### config.mk
export PLATFORM = sky130hd
export DESIGN_NAME = mw_frame_master
export DESIGN_NICKNAME = d
export VERILOG_FILES = /design/src/rtl/mw_pkg.sv /design/src/rtl/mw_seq.sv /design/src/rtl/mw_tx_shift.sv /design/src/rtl/mw_rx_shift.sv /design/src/rtl/mw_frame_master.sv
export SDC_FILE = /design/constraint.sdc
export NUM_CORES = 1
export LEC_CHECK = 0
export BUFFER_PORTS_ARGS = -buffer_cell sky130_fd_sc_hd__buf_4
export CAP_MARGIN = 20
export CORE_ASPECT_RATIO = 1.4
export CORE_UTILIZATION = 49
export CTS_CLUSTER_SIZE = 10
export DETAILED_ROUTE_END_ITERATION = 10
export HOLD_SLACK_MARGIN = 0.15
export PLACE_DENSITY = 0.74
export RECOVER_POWER = 25
export SYNTH_ARGS = -nofsm -noshare
export SYNTH_HDL_FRONTEND = slang
export SYNTH_SLANG_ARGS = --single-unit
### constraint.sdc
create_clock -name clk -period 1.5 [get_ports clk]
set_input_delay 0.075 -clock clk [delete_from_list [all_inputs] [get_ports clk]]
set_output_delay 0.075 -clock clk [all_outputs]
set_load 0.03 [all_outputs]
### src/rtl/mw_pkg.sv
package mw_pkg;

   // per-cycle control strobes passed from the sequencer to the datapaths
   typedef struct packed {
      logic launch;   // frame accepted this cycle
      logic fall;     // serial clock falls this cycle
      logic sample;   // capture sdi this cycle (reply window)
      logic finish;   // last falling edge of the frame
   } mw_ctl_t;

endpackage

### src/rtl/mw_seq.sv
module mw_seq
   import mw_pkg::*;
#(
   parameter int CMD_W   = 8,
   parameter int GAP_W   = 1,
   parameter int MIN_RSP = 4,
   parameter int MAX_RSP = 16,
   parameter int LEN_W   = 5
) (
   input  logic             clk,
   input  logic             rst_n,
   input  logic             start_i,
   input  logic             rise_stb_i,
   input  logic             fall_stb_i,
   input  logic [LEN_W-1:0] len_i,
   output mw_ctl_t          ctl_o,
   output logic             sclk_o,
   output logic             cs_n_o,
   output logic             done_o
);

   localparam int TOT_MAX = CMD_W + GAP_W + MAX_RSP;
   localparam int CNT_W   = $clog2(TOT_MAX + 1);
   localparam logic [LEN_W-1:0] LEN_LO = LEN_W'(MIN_RSP);
   localparam logic [LEN_W-1:0] LEN_HI = LEN_W'(MAX_RSP);
   localparam logic [CNT_W-1:0] HDR_CLKS = CNT_W'(CMD_W + GAP_W);

   logic             active_q, sclk_q, cs_n_q, done_q;
   logic [CNT_W-1:0] rcnt_q, total_q;
   logic [LEN_W-1:0] len_pick;
   logic             launch, do_rise, do_fall, last_fall, in_reply;

   always_comb begin
      if (len_i < LEN_LO)      len_pick = LEN_LO;
      else if (len_i > LEN_HI) len_pick = LEN_HI;
      else                     len_pick = len_i;
   end

   assign launch    = start_i & ~active_q;
   assign do_rise   = active_q & rise_stb_i & ~sclk_q;
   assign do_fall   = active_q & fall_stb_i & sclk_q;
   assign last_fall = do_fall & (rcnt_q == total_q);
   assign in_reply  = (rcnt_q >= HDR_CLKS);

   always_ff @(posedge clk or negedge rst_n) begin
      if (!rst_n) begin
         active_q <= 1'b0;
         sclk_q   <= 1'b0;
         cs_n_q   <= 1'b1;
         done_q   <= 1'b0;
         rcnt_q   <= '0;
         total_q  <= '0;
      end else begin
         done_q <= last_fall;
         if (launch) begin
            active_q <= 1'b1;
            cs_n_q   <= 1'b0;
            rcnt_q   <= '0;
            total_q  <= HDR_CLKS + CNT_W'(len_pick);
         end else begin
            if (do_rise) begin
               sclk_q <= 1'b1;
               rcnt_q <= rcnt_q + CNT_W'(1);
            end
            if (do_fall) sclk_q <= 1'b0;
            if (last_fall) begin
               active_q <= 1'b0;
               cs_n_q   <= 1'b1;
            end
         end
      end
   end

   assign ctl_o.launch = launch;
   assign ctl_o.fall   = do_fall;
   assign ctl_o.sample = do_rise & in_reply;
   assign ctl_o.finish = last_fall;
   assign sclk_o = sclk_q;
   assign cs_n_o = cs_n_q;
   assign done_o = done_q;

   // no serial clock activity outside a frame
   assert_sclk_idle_R3: assert property (@(posedge clk) disable iff (!rst_n)
      cs_n_q |-> !sclk_q);
   // done is a single-cycle pulse
   assert_done_pulse_R9: assert property (@(posedge clk) disable iff (!rst_n)
      done_q |=> !done_q);
   // done coincides with select release
   assert_cs_release_R9: assert property (@(posedge clk) disable iff (!rst_n)
      done_q |-> $rose(cs_n_q));
   // edge count never passes the frame length
   assert_cnt_bound_R7: assert property (@(posedge clk) disable iff (!rst_n)
      active_q |-> (rcnt_q <= total_q));

endmodule

### src/rtl/mw_tx_shift.sv
module mw_tx_shift #(
   parameter int W         = 8,
   parameter bit MSB_FIRST = 1'b1
) (
   input  logic         clk,
   input  logic         rst_n,
   input  logic         load_i,
   input  logic [W-1:0] data_i,
   input  logic         shift_i,
   output logic         sdo_o
);

   logic [W-1:0] sh_q;

   generate
      if (MSB_FIRST) begin : g_msb
         always_ff @(posedge clk or negedge rst_n) begin
            if (!rst_n)       sh_q <= '0;
            else if (load_i)  sh_q <= data_i;
            else if (shift_i) sh_q <= {sh_q[W-2:0], 1'b0};
         end
         assign sdo_o = sh_q[W-1];
      end else begin : g_lsb
         always_ff @(posedge clk or negedge rst_n) begin
            if (!rst_n)       sh_q <= '0;
            else if (load_i)  sh_q <= data_i;
            else if (shift_i) sh_q <= {1'b0, sh_q[W-1:1]};
         end
         assign sdo_o = sh_q[0];
      end
   endgenerate

   // outbound data moves only on a load or a falling serial edge
   assert_sdo_hold_R4: assert property (@(posedge clk) disable iff (!rst_n)
      !(load_i || shift_i) |=> $stable(sdo_o));

endmodule

### src/rtl/mw_rx_shift.sv
module mw_rx_shift #(
   parameter int W = 16
) (
   input  logic         clk,
   input  logic         rst_n,
   input  logic         clear_i,
   input  logic         sample_i,
   input  logic         sdi_i,
   input  logic         commit_i,
   output logic [W-1:0] word_o
);

   logic [W-1:0] sh_q, word_q;

   always_ff @(posedge clk or negedge rst_n) begin
      if (!rst_n) begin
         sh_q   <= '0;
         word_q <= '0;
      end else begin
         if (clear_i)       sh_q <= '0;
         else if (sample_i) sh_q <= {sh_q[W-2:0], sdi_i};
         if (commit_i)      word_q <= sh_q;
      end
   end

   assign word_o = word_q;

   // capture register only moves in the reply window or on a new frame
   assert_rx_quiet_R5: assert property (@(posedge clk) disable iff (!rst_n)
      !(clear_i || sample_i) |=> $stable(sh_q));
   // published word changes only at frame end
   assert_word_hold_R9: assert property (@(posedge clk) disable iff (!rst_n)
      !commit_i |=> $stable(word_q));

endmodule

### src/rtl/mw_frame_master.sv
module mw_frame_master
   import mw_pkg::*;
#(
   parameter int CMD_W         = 8,
   parameter int GAP_W         = 1,
   parameter int MIN_RSP       = 4,
   parameter int MAX_RSP       = 16,
   parameter bit CMD_MSB_FIRST = 1'b1,
   parameter int LEN_W         = $clog2(MAX_RSP + 1)
) (
   input  logic               clk,
   input  logic               rst_n,
   input  logic               start_i,
   input  logic [CMD_W-1:0]   cmd_i,
   input  logic [LEN_W-1:0]   rsp_len_i,
   input  logic               rise_stb_i,
   input  logic               fall_stb_i,
   input  logic               sdi_i,
   output logic               sclk_o,
   output logic               cs_n_o,
   output logic               sdo_o,
   output logic [MAX_RSP-1:0] rsp_o,
   output logic               done_o
);

   generate
      if (CMD_W < 2) begin : g_bad_cmd
         $error("mw_frame_master: CMD_W must be at least 2");
      end
      if (MIN_RSP < 2 || MIN_RSP > MAX_RSP) begin : g_bad_rsp
         $error("mw_frame_master: need 2 <= MIN_RSP <= MAX_RSP");
      end
      if (GAP_W < 0) begin : g_bad_gap
         $error("mw_frame_master: GAP_W must not be negative");
      end
      if (LEN_W < $clog2(MAX_RSP + 1)) begin : g_bad_lenw
         $error("mw_frame_master: LEN_W too narrow for MAX_RSP");
      end
   endgenerate

   mw_ctl_t ctl;

   mw_seq #(
      .CMD_W  (CMD_W),
      .GAP_W  (GAP_W),
      .MIN_RSP(MIN_RSP),
      .MAX_RSP(MAX_RSP),
      .LEN_W  (LEN_W)
   ) seq_i (
      .clk       (clk),
      .rst_n     (rst_n),
      .start_i   (start_i),
      .rise_stb_i(rise_stb_i),
      .fall_stb_i(fall_stb_i),
      .len_i     (rsp_len_i),
      .ctl_o     (ctl),
      .sclk_o    (sclk_o),
      .cs_n_o    (cs_n_o),
      .done_o    (done_o)
   );

   mw_tx_shift #(
      .W        (CMD_W),
      .MSB_FIRST(CMD_MSB_FIRST)
   ) tx_i (
      .clk    (clk),
      .rst_n  (rst_n),
      .load_i (ctl.launch),
      .data_i (cmd_i),
      .shift_i(ctl.fall),
      .sdo_o  (sdo_o)
   );

   mw_rx_shift #(
      .W(MAX_RSP)
   ) rx_i (
      .clk     (clk),
      .rst_n   (rst_n),
      .clear_i (ctl.launch),
      .sample_i(ctl.sample),
      .sdi_i   (sdi_i),
      .commit_i(ctl.finish),
      .word_o  (rsp_o)
   );

   // after the command bits are gone, sdo stays low to the frame end
   assert_sdo_quiet_R6: assert property (@(posedge clk) disable iff (!rst_n)
      (ctl.sample && !sdo_o) |=> !sdo_o);

endmodule

Word level (Yosys, flattened, before mapping)
Cells that the tools add are included.

word-level totals
  bits in registers = 54
  input port bits = 19
  output and inout port bits = 20

cells by class
  add/sub/neg operators = 2
  magnitude comparators = 3
  eq/ne operators = 1
  multiplexer cells = 14
  bitwise operators = 10
  reduce and logical (&&, ||, !) cells = 6

operators with widths
  cell                                                               number
  two-way mux 16 bit                                                 2
  two-way mux 5 bit                                                  4
  two-way mux 8 bit                                                  2
  nonzero test 2 bit                                                 5
  bitwise AND 1 bit                                                  7
  two-way mux 1 bit                                                  6
  adder 4 x 5 -> 5 bit, first input constant                         1
  adder 5 x 1 -> 5 bit, second input constant                        1
  == test 5 bit                                                      1
  greater-or-equal comparator 5 x 4 -> 1 bit, second input constant  1
  greater-than comparator 5 bit, second input constant               1
  < comparator 5 x 3 -> 1 bit, second input constant                 1
  NOT 1 bit                                                          3
  AND reduction 2 bit                                                1

Longest topological paths before layout
Gate-level depths: netlist of the first run.

  depth after elaboration = 5
  mapped depth = 7
  gate-level depth less buffers = 6

Modules after synthesis
From an unflattened synthesis of the first run, not the netlist that was laid out.

unflattened totals
  cell total of the unflattened synthesis = 202
  area, all modules = 2,431.1 um^2

modules (own cells, without submodules)
  module       times used  cells each  area each (um^2)  sequential area each (um^2)
  mw_rx_shift  1           86          1,305.0           800.8
  mw_seq       1           82          757.0             351.6
  mw_tx_shift  1           34          369.1             200.2

Worst setup path after synthesis of the first run
Ideal clock, no wire load.

  path type = register to register
  from = reg seq_i.rcnt_q[3]
  to = reg rx_i.word_q[10] (netlist: rx_i.word_o[10])
  library setup time = 0.125 ns
  data arrival time = 1.566 ns
  required time = 1.375 ns
  path slack = -0.192 ns
  cell stages (with the launch flop) = 6
  buffers on the path = 1
  period minus slack after synthesis = 1.692 ns
  cell sequence = dfrtp_1 xor2_1 nor4_2 nand3_4 buf_6 mux2_4

between the ends
  word-level cells in the longest chain between the ends = 2

ends and longest elaborated chain
  element                 line               text
  start, declared         mw_seq.sv:29       logic [CNT_W-1:0] rcnt_q, total_q;
  start signal, assigned  mw_seq.sv:63       rcnt_q <= rcnt_q + CNT_W'(1);
  == test 5 bit           mw_seq.sv:42       assign last_fall = do_fall & (rcnt_q == total_q);
  bitwise AND 1 bit       mw_seq.sv:42
  end signal, assigned    mw_rx_shift.sv:22  if (commit_i) word_q <= sh_q;
  end, declared           mw_rx_shift.sv:13  logic [W-1:0] sh_q, word_q;

Every way passes these cells.
A chain may end at the register's enable or synchronous reset.

Worst setup path in the final report of the first run
  from = reg seq_i.rcnt_q[1]
  to = reg rx_i.sh_q[6]

between the ends
  word-level cells in the longest chain between the ends = 3

ends and longest elaborated chain
  element                                     line               text
  greater-or-equal comparator 5 x 4 -> 1 bit  mw_seq.sv:43       assign in_reply = (rcnt_q >= HDR_CLKS);
  bitwise AND 1 bit                           mw_seq.sv:76       assign ctl_o.sample = do_rise & in_reply;
  nonzero test 2 bit (no source line)         n/a
  end signal, assigned                        mw_rx_shift.sv:21  else if (sample_i) sh_q <= {sh_q[W-2:0], sdi_i};
  end, declared                               mw_rx_shift.sv:13

Every way passes these cells.

==> impl_metrics.tcl, run 1 <==
set metrics [dict create \
    run_status "complete, but fails checks" \
    violations "setup timing" \
    cts.path.max_buffers 2 \
    synth.top_cell.area_share 0.572 \
    highest_layer "met4" \
    worst-path-max-fanout 8 \
    setup_viol 33 \
    cts_root_buf "clkbuf_8" \
    rr_worst_depth 7 \
    rsz0062_at_grt "true" \
    met2WireLength_um 2440 \
    startpoint_of_the_worst_hold_path "rsp_len_i[2]" \
    postSynthCellCount 216 \
    pre_cts_ws_ns -0.160 \
    layout.core_utilization 0.705 \
    clock.fmax_mhz 595 \
    synth_area_leaders "dfrtp_1 (57%), nand2_1 (9.1%), o21ai_0 (5.0%), mux2_4 (4.5%), mux2_2 (4.4%)" \
    endpoint_kind "register" \
    pin_slew_with_the_least_headroom_to_its_limit_ns 1.14 \
    startpoint_type "register" \
    numClockSinks 54 \
    count_of_unresolved_drc_violations_after_routing 0 \
    critPathLaunch "seq_i.rcnt_q[1]" \
    largest_net_degree_at_the_start_of_global_routing 55 \
    final.period_utilization 1.12 \
    wl_per_cell_um 13.2 \
    fill_cell_count 329 \
    clock_tree_from_tritoncts "yes" \
    die_height_um 83.4 \
    synth.avg_cell_area_sq_um 10.7 \
    detailroute.wirelength.met3_um 111 \
    globalRouteOverflowTotal 0 \
    dp_hpwl_um 2930 \
    fin_skew_ns 0.0143 \
    design.core.area_sq_mm 0.00454 \
    criticalPathCategory "register to register" \
    final_layout_size_suffix_gt1_frac 0.340 \
    pwr_density_cell_mw_per_mm2 1470 \
    critical_path.reg2reg.endpoint "rx_i.sh_q[6]" \
    syn_to_final_growth_pct 37.8 \
    gpl.final_weighted_congestion 0.790 \
    setup.worst_path.end "rx_i.sh_q[6]" \
    start_util 0.511 \
    vias_per_cell 5.04 \
    grt_antenna_before_repair 0 \
    power.leakage_nw 1.59 \
    drt-met1-wl_um 2010 \
    finalNonFillerCells 353 \
    worst_hold_path_type "primary input to register" \
    min_period_ns 1.68 \
    yosysWarningCount 0 \
    port_buffers 38 \
    die_w_um 60.1 \
    drt-total-wl_um 4660 \
    maxSlewViolCount 0 \
    ir_drop_mv 1.08 \
    worstSkewPairLatency_ns 0.31 \
    crit-reg2reg-launch "seq_i.rcnt_q[1]" \
    postLayoutCellArea_sq_mm 0.00320 \
    finalSetupTns_ns -4.70 \
    cts.clk_slew.worst_paths_ns 0.11 \
    synthDistinctLibCells 31 \
    wire_length_of_the_first_global_routing_pass_um 7630 \
    rrSetupSlack_ns -0.18 \
    timing.final.ws_setup_ns -0.180 \
    firstDrtPassIters 4 \
    drt_iter0_markers 88 \
    max-cap-violations 0 \
    detailed_place.area_sq_mm 0.00278 \
    row_count 29 \
    global_route.usage.total 0.201 \
    synth.net_count 238 \
    ys_ff_latch 54 \
    worst-endpoint-required_ns 1.70 \
    synth-seq-area-share 0.583 \
    number_of_endpoints_with_negative_hold_slack_in_the_final_report 0 \
    grt_pass1_vias 1688 \
    cts_inserted_buffers 5 \
    die-area_sq_mm 0.00501 \
    fin_nets 312 \
    dp.cells 322 \
    postRouteAntennaNets 0 \
    cts_max_level 2 \
    synth_area_sq_mm 0.00232 \
    headroom_to_the_max_slew_limit 0.240 \
    antenna_cells_inserted 0 \
    io_pins 39 \
    crit_arrival_ns 1.88 \
    post-synth-top-area-cell "dfrtp_1" \
    number_of_vias_after_detailed_routing 1778 \
]
[registers in the layout, indices dropped and copies added, names as in the netlist]
name	flops
rx_i.word_o	16
seq_i.done_o	1
seq_i.rcnt_q	5
seq_i.active_q	1
seq_i.sclk_o	1
seq_i.cs_n_o	1
tx_i.sh_q	8
rx_i.sh_q	16
seq_i.total_q	5
[routing by layer]
metal | vias to the layer above | global-route usage
met4 | 0 | 0.0761
met3 | 8 | 0.0327
li1 | 869 | -
met2 | 29 | 0.332
met1 | 872 | 0.255
met5 | - | 0
[cell families after synthesis]
group | Yosys count | share of synthesized area
AND/OR/NAND/NOR | 79 | 0.150
adder cells (fa/ha/maj) | 3 | 0.0162
buffers and inverters | 17 | 0.0313
AO/OA/AOI/OAI | 36 | 0.0880
XOR/XNOR | 10 | 0.0378
multiplexers | 17 | 0.0934
flip-flops | 54 | 0.583
[synthesized netlist by cell type]
cell type  instances
a21oi_1            4
a22oi_1            6
and3_1             1
and3b_1            1
buf_1              1
buf_2              1
buf_6              1
clkbuf_1           7
dfrtp_1           53
dfstp_2            1
ha_1               3
inv_1              7
mux2_2             9
mux2_4             7
mux2i_1            1
nand2_1           56
nand2b_1           1
nand3_1            5
nand3_4            1
nand3b_1           1
nand4_1            2
nor2_1             8
nor2b_1            1
nor3_1             1
nor4_2             1
o21a_1             1
o21ai_0           23
o21bai_1           1
o41ai_1            1
xnor2_1            4
xor2_1             6
[area by class of cell]
class                           instances  area [sq um]  share of cell area
Sequential cell                        54          1350               0.424
Multi-Input combinational cell        145           957               0.300
Timing Repair Buffer                   77           687               0.215
Tap cell                               62          77.6              0.0243
Clock buffer                            5          68.8              0.0215
Inverter                                7          26.3             0.00822
Clock inverter                          3          25.0             0.00783
[placed cells by master, fill, tap and decap left out, types with 2 or more instances in the layout]
master,count
a21oi_1,2
a22oi_1,6
buf_12,2
buf_4,53
buf_6,3
clkbuf_16,2
clkbuf_8,5
dfrtp_1,52
dlygate4sd3_1,16
ha_1,2
inv_1,6
mux2_2,9
mux2_4,7
nand2_1,56
nand3_1,5
nand4_1,2
nor2_1,7
o21ai_0,13
o21ai_1,6
o21ai_2,4
xnor2_1,4
xor2_1,6
[through the flow]
step / hold slack (ns) / power, mW
after global placement: 0.150 / 3.47
after global routing: 0.266 / 4.99
after detailed placement: 0.146 / 3.53
after floorplan: -0.221 / 2.95
final: 0.218 / 4.69
after CTS: 0.210 / 4.56
[worst min path at each step]
stage,end,slack [ns],cells past startpoint
after detailed placement,rx_i.word_o[9],0.15,1
final,seq_i.total_q[2],0.22,5
after global placement,rx_i.word_o[9],0.15,1
after floorplan,rx_i.sh_q[0],-0.22,0
after CTS,seq_i.total_q[2],0.21,5
after global routing,seq_i.total_q[1],0.27,6
[critical path, cell delays in order (launching register included)]
cell and delay [ns]:
dfrtp_1 0.43, buf_4 0.16, o41ai_4 0.38, buf_4 0.19, a21oi_4 0.09, clkbuf_16 0.18
nand2_1 0.07, o21ai_0 0.08
[report_power, final]
group,switching (mW),leakage [nW],internal (mW)
clock network,0.483,0.0447,0.337
registers,0.291,0.718,1.84
logic,0.905,0.831,0.835
total,1.68,1.59,3.01
[repair_timing]
action / CTS / global route
hold buffers: 16 / 0
endpoints found under the hold margin: 68 / 0
setup endpoints to repair: 33 / 40
buffers inserted: 2 / 2
resized for setup: 16 / 11
gates cloned: 2 / 1
pin swaps: 1 / 0
Note: power is estimated with default switching activity, not from simulation.
==> run 2, diff against run 1 <==
--- a/config.mk
+++ b/config.mk
@@ -14,6 +14,7 @@
 export HOLD_SLACK_MARGIN = 0.15
 export PLACE_DENSITY = 0.74
 export RECOVER_POWER = 25
+export SETUP_SLACK_MARGIN = 0.1
 export SYNTH_ARGS = -nofsm -noshare
 export SYNTH_HDL_FRONTEND = slang
 export SYNTH_SLANG_ARGS = --single-unit
==> impl_metrics.tcl, run 2 (same netlist as run 1, synthesis figures left out) <==
set metrics [dict create \
    largest_net_degree_at_the_start_of_global_routing 55 \
    headroom_to_the_max_slew_limit 0.239 \
    fill_cell_count 325 \
    final-seq-area_sq_mm 0.00135 \
    pwr_density_cell_mw_per_mm2 1470 \
    p_sw_frac 0.368 \
    row_count 29 \
    final_cell_mix "dfrtp_1 (52), buf_4 (50), nand2_1 (41)" \
    syn_to_final_growth_pct 38.1 \
    antenna_cells_inserted 0 \
    dp_hpwl_um 3050 \
    vias_per_cell 5.08 \
    p_seq_frac 0.457 \
    grt_pass1_vias 1734 \
    p_int_mw 2.98 \
    cts_max_level 2 \
    rsz0062_at_grt "true" \
    net-switching-power_mw 1.74 \
    fin_skew_ns 0.00970 \
    pin_slew_with_the_least_headroom_to_its_limit_ns 1.14 \
    min_period_ns 1.66 \
    startpoint_type "register" \
    start_util 0.511 \
    clock.fmax_mhz 602 \
    number_of_vias_after_detailed_routing 1754 \
    worst_hold_path_type "primary input to register" \
    timing.final.ws_setup_ns -0.160 \
    ir_drop_mv 0.877 \
    cts_inserted_buffers 5 \
    gpl.final_weighted_congestion 0.751 \
    criticalPathCategory "register to register" \
    cts.clk_slew.worst_paths_ns 0.09 \
    numClockSinks 54 \
    final.period_utilization 1.11 \
    die_height_um 83.4 \
    setup_viol 32 \
    maxSlewViolCount 0 \
    cts.path.max_buffers 2 \
    port_buffers 38 \
    clock_tree_from_tritoncts "yes" \
    globalRouteOverflowTotal 0 \
    layout.core_utilization 0.706 \
    firstDrtPassIters 4 \
    fin_nets 305 \
    worstSkewPairLatency_ns 0.30 \
    worst-endpoint-required_ns 1.69 \
    rrSetupSlack_ns -0.16 \
    run_status "complete, but fails checks" \
    io_pins 39 \
    design.core.area_sq_mm 0.00454 \
    final_layout_size_suffix_gt1_frac 0.385 \
    crit_arrival_ns 1.85 \
    power.leakage_nw 1.66 \
    grt_antenna_before_repair 0 \
    number_of_endpoints_with_negative_hold_slack_in_the_final_report 0 \
    max-cap-violations 0 \
    worst-path-max-fanout 8 \
    pre_cts_ws_ns -0.140 \
    pwr-share-clk 0.161 \
    layout_commonest_cell "dfrtp_1" \
    global_route.usage.total 0.198 \
    cts_root_buf "clkbuf_8" \
    finalSetupTns_ns -4.08 \
    wire_length_of_the_first_global_routing_pass_um 7400 \
    postRouteAntennaNets 0 \
    die_w_um 60.1 \
    p_comb_frac 0.383 \
    multiInputGateArea_sq_mm 0.00104 \
    violations "setup timing" \
    endpoint_kind "register" \
    wl_per_cell_um 14.4 \
    die-area_sq_mm 0.00501 \
    drt_iter0_markers 62 \
    count_of_unresolved_drc_violations_after_routing 0 \
    drt-total-wl_um 4960 \
]
-- run 2: cell types whose count changed in the layout (fill, tap and decap cells not counted), moves of 2 or more --
cell	before	now
nand2_1	56	41
nand2_2	0	8
nand2_4	0	7
o21ai_0	13	7
o21ai_2	4	9
buf_4	53	50
buf_6	3	1
dlygate4sd3_1	16	14
-- run 2: worst max-delay path, stage by stage, from the launching register on --
cell and delay [ns]:
dfrtp_2 0.49, ha_4 0.20, o41ai_4 0.30, buf_4 0.19
a21oi_4 0.09, clkbuf_16 0.19, nand2_2 0.06, o21ai_1 0.06
-- run 2: repair_timing --
action | 4_1_cts | 5_1_grt
endpoints found under the hold margin | 66 | 0
buffers inserted | 0 | 1
cloned | 0 | 3
pin swaps | 0 | 22
hold buffers | 14 | 0
endpoints found under the setup margin | 34 | 34
resized for setup | 5 | 48
-- run 2: path summary, 6_finish.rpt --
| kind | startpoint | to | depth (start not counted) |
|---|---|---|---|
| min | rsp_len_i[1] | seq_i.total_q[3] | 4 |
| min reg2reg | tx_i.sh_q[1] | tx_i.sh_q[1] | 2 |
| max reg2reg | seq_i.rcnt_q[0] | rx_i.sh_q[7] | 7 |
| max in group asynchronous | rst_n | seq_i.rcnt_q[0] | 2 |
| max | seq_i.rcnt_q[0] | rx_i.sh_q[7] | 7 |
| min in group asynchronous | rst_n | rx_i.sh_q[9] | 2 |
-- run 2: per-stage QoR --
step / hold WS, ns / std cells / cell area (sq um) / power [mW]
finish: 0.160 / 345 / 3200 / 4.72
global route: 0.171 / 345 / 3200 / 5.02
CTS: 0.157 / 341 / 3000 / 4.34
detailed placement: 0.154 / 320 / 2770 / 3.51
global placement: 0.147 / 320 / 2770 / 3.45
floorplan: -0.221 / 216 / 2320 / 2.95
-- run 2: power groups by stage --
stage | Sequential (mW) | Clock (mW) | Combinational [mW]
floorplan | 2.25 | 0 | 0.695
global placement | 2.12 | 0 | 1.33
detailed placement | 2.14 | 0 | 1.38
CTS | 2.11 | 0.785 | 1.44
global route | 2.21 | 0.843 | 1.97
finish | 2.16 | 0.759 | 1.81
-- run 2: area by class of cell --
type                            count  share of cell area
Sequential cell                    54               0.423
Multi-Input combinational cell    145               0.326
Timing Repair Buffer               70               0.194
Tap cell                           62              0.0242
Clock buffer                        6              0.0227
Inverter                            7             0.00821
Clock inverter                      1             0.00234
-- run 2: routing by layer --
layer | vias to the layer above | part of all wire | track usage
met5 | - | 0 | 0
met4 | 0 | 0.025 | 0.101
met3 | 10 | 0.020 | 0.0374
met2 | 32 | 0.54 | 0.326
met1 | 858 | 0.42 | 0.237
li1 | 854 | - | -
==> run 3, diff against run 2 <==
--- a/config.mk
+++ b/config.mk
@@ -12,7 +12,7 @@
 export CTS_CLUSTER_SIZE = 10
 export DETAILED_ROUTE_END_ITERATION = 10
 export HOLD_SLACK_MARGIN = 0.15
-export PLACE_DENSITY = 0.74
+export PLACE_DENSITY = 0.71
 export RECOVER_POWER = 25
 export SETUP_SLACK_MARGIN = 0.1
 export SYNTH_ARGS = -nofsm -noshare
==> constraint.sdc (replaced) <==
create_clock -name clk -period 1.85 [get_ports clk]
set_input_delay 0.0925 -clock clk [delete_from_list [all_inputs] [get_ports clk]]
set_output_delay 0.0925 -clock clk [all_outputs]
set_load 0.03 [all_outputs]
==> impl_metrics.tcl, run 3 (same netlist as run 1, synthesis figures left out) <==
set metrics [dict create \
    clock_tree_from_tritoncts "yes" \
    pin_slew_with_the_least_headroom_to_its_limit_ns 1.25 \
    p_comb_frac 0.313 \
    drt_iter0_markers 50 \
    final.period_utilization 0.913 \
    net-switching-power_mw 1.21 \
    criticalPathCategory "register to register" \
    vias_per_cell 4.95 \
    endpoint_kind "register" \
    worst_hold_path_type "primary input to register" \
    die_height_um 83.4 \
    maxSlewViolCount 0 \
    wl_per_cell_um 12.3 \
    final_layout_size_suffix_gt1_frac 0.286 \
    port_buffers 38 \
    rsz0062_at_grt "true" \
    fin_skew_ns 0.00859 \
    firstDrtPassIters 4 \
    largest_net_degree_at_the_start_of_global_routing 55 \
    drt-met1-wl_um 1810 \
    io_pins 39 \
    startpoint_type "register" \
    clock.fmax_mhz 592 \
    finalSetupTns_ns 0 \
    cts_root_buf "clkbuf_8" \
    worst-path-max-fanout 19 \
    cts.clk_slew.worst_paths_ns 0.09 \
    headroom_to_the_max_slew_limit 0.165 \
    ir_drop_mv 0.709 \
    detailroute.wirelength.met3_um 106 \
    power.leakage_nw 1.50 \
    number_of_endpoints_with_negative_hold_slack_in_the_final_report 0 \
    dp_hpwl_um 2810 \
    antenna_cells_inserted 0 \
    number_of_vias_after_detailed_routing 1674 \
    gpl.final_weighted_congestion 0.769 \
    p_sw_frac 0.346 \
    start_util 0.511 \
    syn_to_final_growth_pct 28.6 \
    die-area_sq_mm 0.00501 \
    worstSkewPairLatency_ns 0.30 \
    numClockSinks 54 \
    timing.final.ws_setup_ns 0.161 \
    design.core.area_sq_mm 0.00454 \
    layout_commonest_cell "nand2_1" \
    p_int_mw 2.28 \
    rrSetupSlack_ns 0.16 \
    highest_layer "met4" \
    min_period_ns 1.69 \
    drt-total-wl_um 4160 \
    grt_antenna_before_repair 0 \
    setup_viol 0 \
    grt_pass1_vias 1680 \
    postRouteAntennaNets 0 \
    fin_nets 297 \
    pwr-share-clk 0.191 \
    global_route.usage.total 0.184 \
    die_w_um 60.1 \
    cts_inserted_buffers 5 \
    final_cell_mix "nand2_1 (56), dfrtp_1 (51), buf_4 (45)" \
    pre_cts_ws_ns 0.139 \
    run_status "finished, final reports clean" \
    wire_length_of_the_first_global_routing_pass_um 7010 \
    pwr_density_cell_mw_per_mm2 1170 \
    cts_max_level 2 \
    row_count 29 \
    cts.path.max_buffers 2 \
    globalRouteOverflowTotal 0 \
    worst-endpoint-required_ns 2.05 \
    count_of_unresolved_drc_violations_after_routing 0 \
    p_seq_frac 0.496 \
    max-cap-violations 0 \
    met2WireLength_um 2170 \
    crit_arrival_ns 1.88 \
]
==> run 3: routing by layer <==
metal	global-route usage	up-vias
met2	0.318	29
met1	0.220	808
li1	-	832
met5	0	-
met3	0.0280	5
met4	0.0761	0
==> run 3: worst max-delay path: stages (launching register included) <==
cell     delay (ns)
dfrtp_1        0.42
xor2_1         0.19
nor4_2         0.39
nand3_4        0.12
buf_12         0.17
mux2_4         0.30
==> run 3: path summary, 6_finish.rpt <==
path,start,endpoint,depth (start not counted)
worst max-delay path,seq_i.rcnt_q[3],rx_i.word_o[12],5
max in group asynchronous,rst_n,seq_i.rcnt_q[0],2
worst min register to register,seq_i.cs_n_o,seq_i.cs_n_o,2
worst min-delay path,rsp_len_i[0],seq_i.total_q[0],4
min in group asynchronous,rst_n,rx_i.word_o[10],2
worst max register to register,seq_i.rcnt_q[3],rx_i.word_o[12],5
==> run 3: final cells by class <==
cell class / instances / area [sq um]
fill: 384 / 1550
multi-input combinational: 145 / 905
tap: 62 / 77.6
inverter: 7 / 26.3
sequential: 54 / 1360
clock inverter: 2 / 12.5
clock buffer: 6 / 82.6
timing repair buffer: 62 / 523
==> run 3: power groups by stage <==
stage / clock, mW / sequential [mW] / combinational (mW)
finish: 0.664 / 1.73 / 1.09
global route: 0.738 / 1.77 / 1.22
CTS: 0.687 / 1.74 / 1.05
detailed placement: 0 / 1.76 / 1.02
global placement: 0 / 1.74 / 0.995
floorplan: 0 / 1.82 / 0.562
==> run 3: metrics by stage <==
step / area [sq um] / hold WS, ns / utilization / total power, mW / cells
after floorplan: 2320 / -0.203 / - / 2.39 / 216
after global placement: 2720 / 0.170 / 0.601 / 2.74 / 314
after detailed placement: 2720 / 0.171 / 0.601 / 2.78 / 314
after CTS: 2960 / 0.169 / 0.652 / 3.47 / 336
after global routing: 2980 / 0.201 / 0.657 / 3.73 / 338
final: 2980 / 0.173 / 0.657 / 3.48 / 338
==> run 3: timing repair <==
| action | 4_1_cts | 5_1_grt |
|---|---|---|
| setup buffers | 0 | 2 |
| resized for setup | 0 | 3 |
| hold buffers | 14 | 0 |
| hold endpoints to repair | 66 | 0 |
| setup endpoints to repair | 0 | 22 |
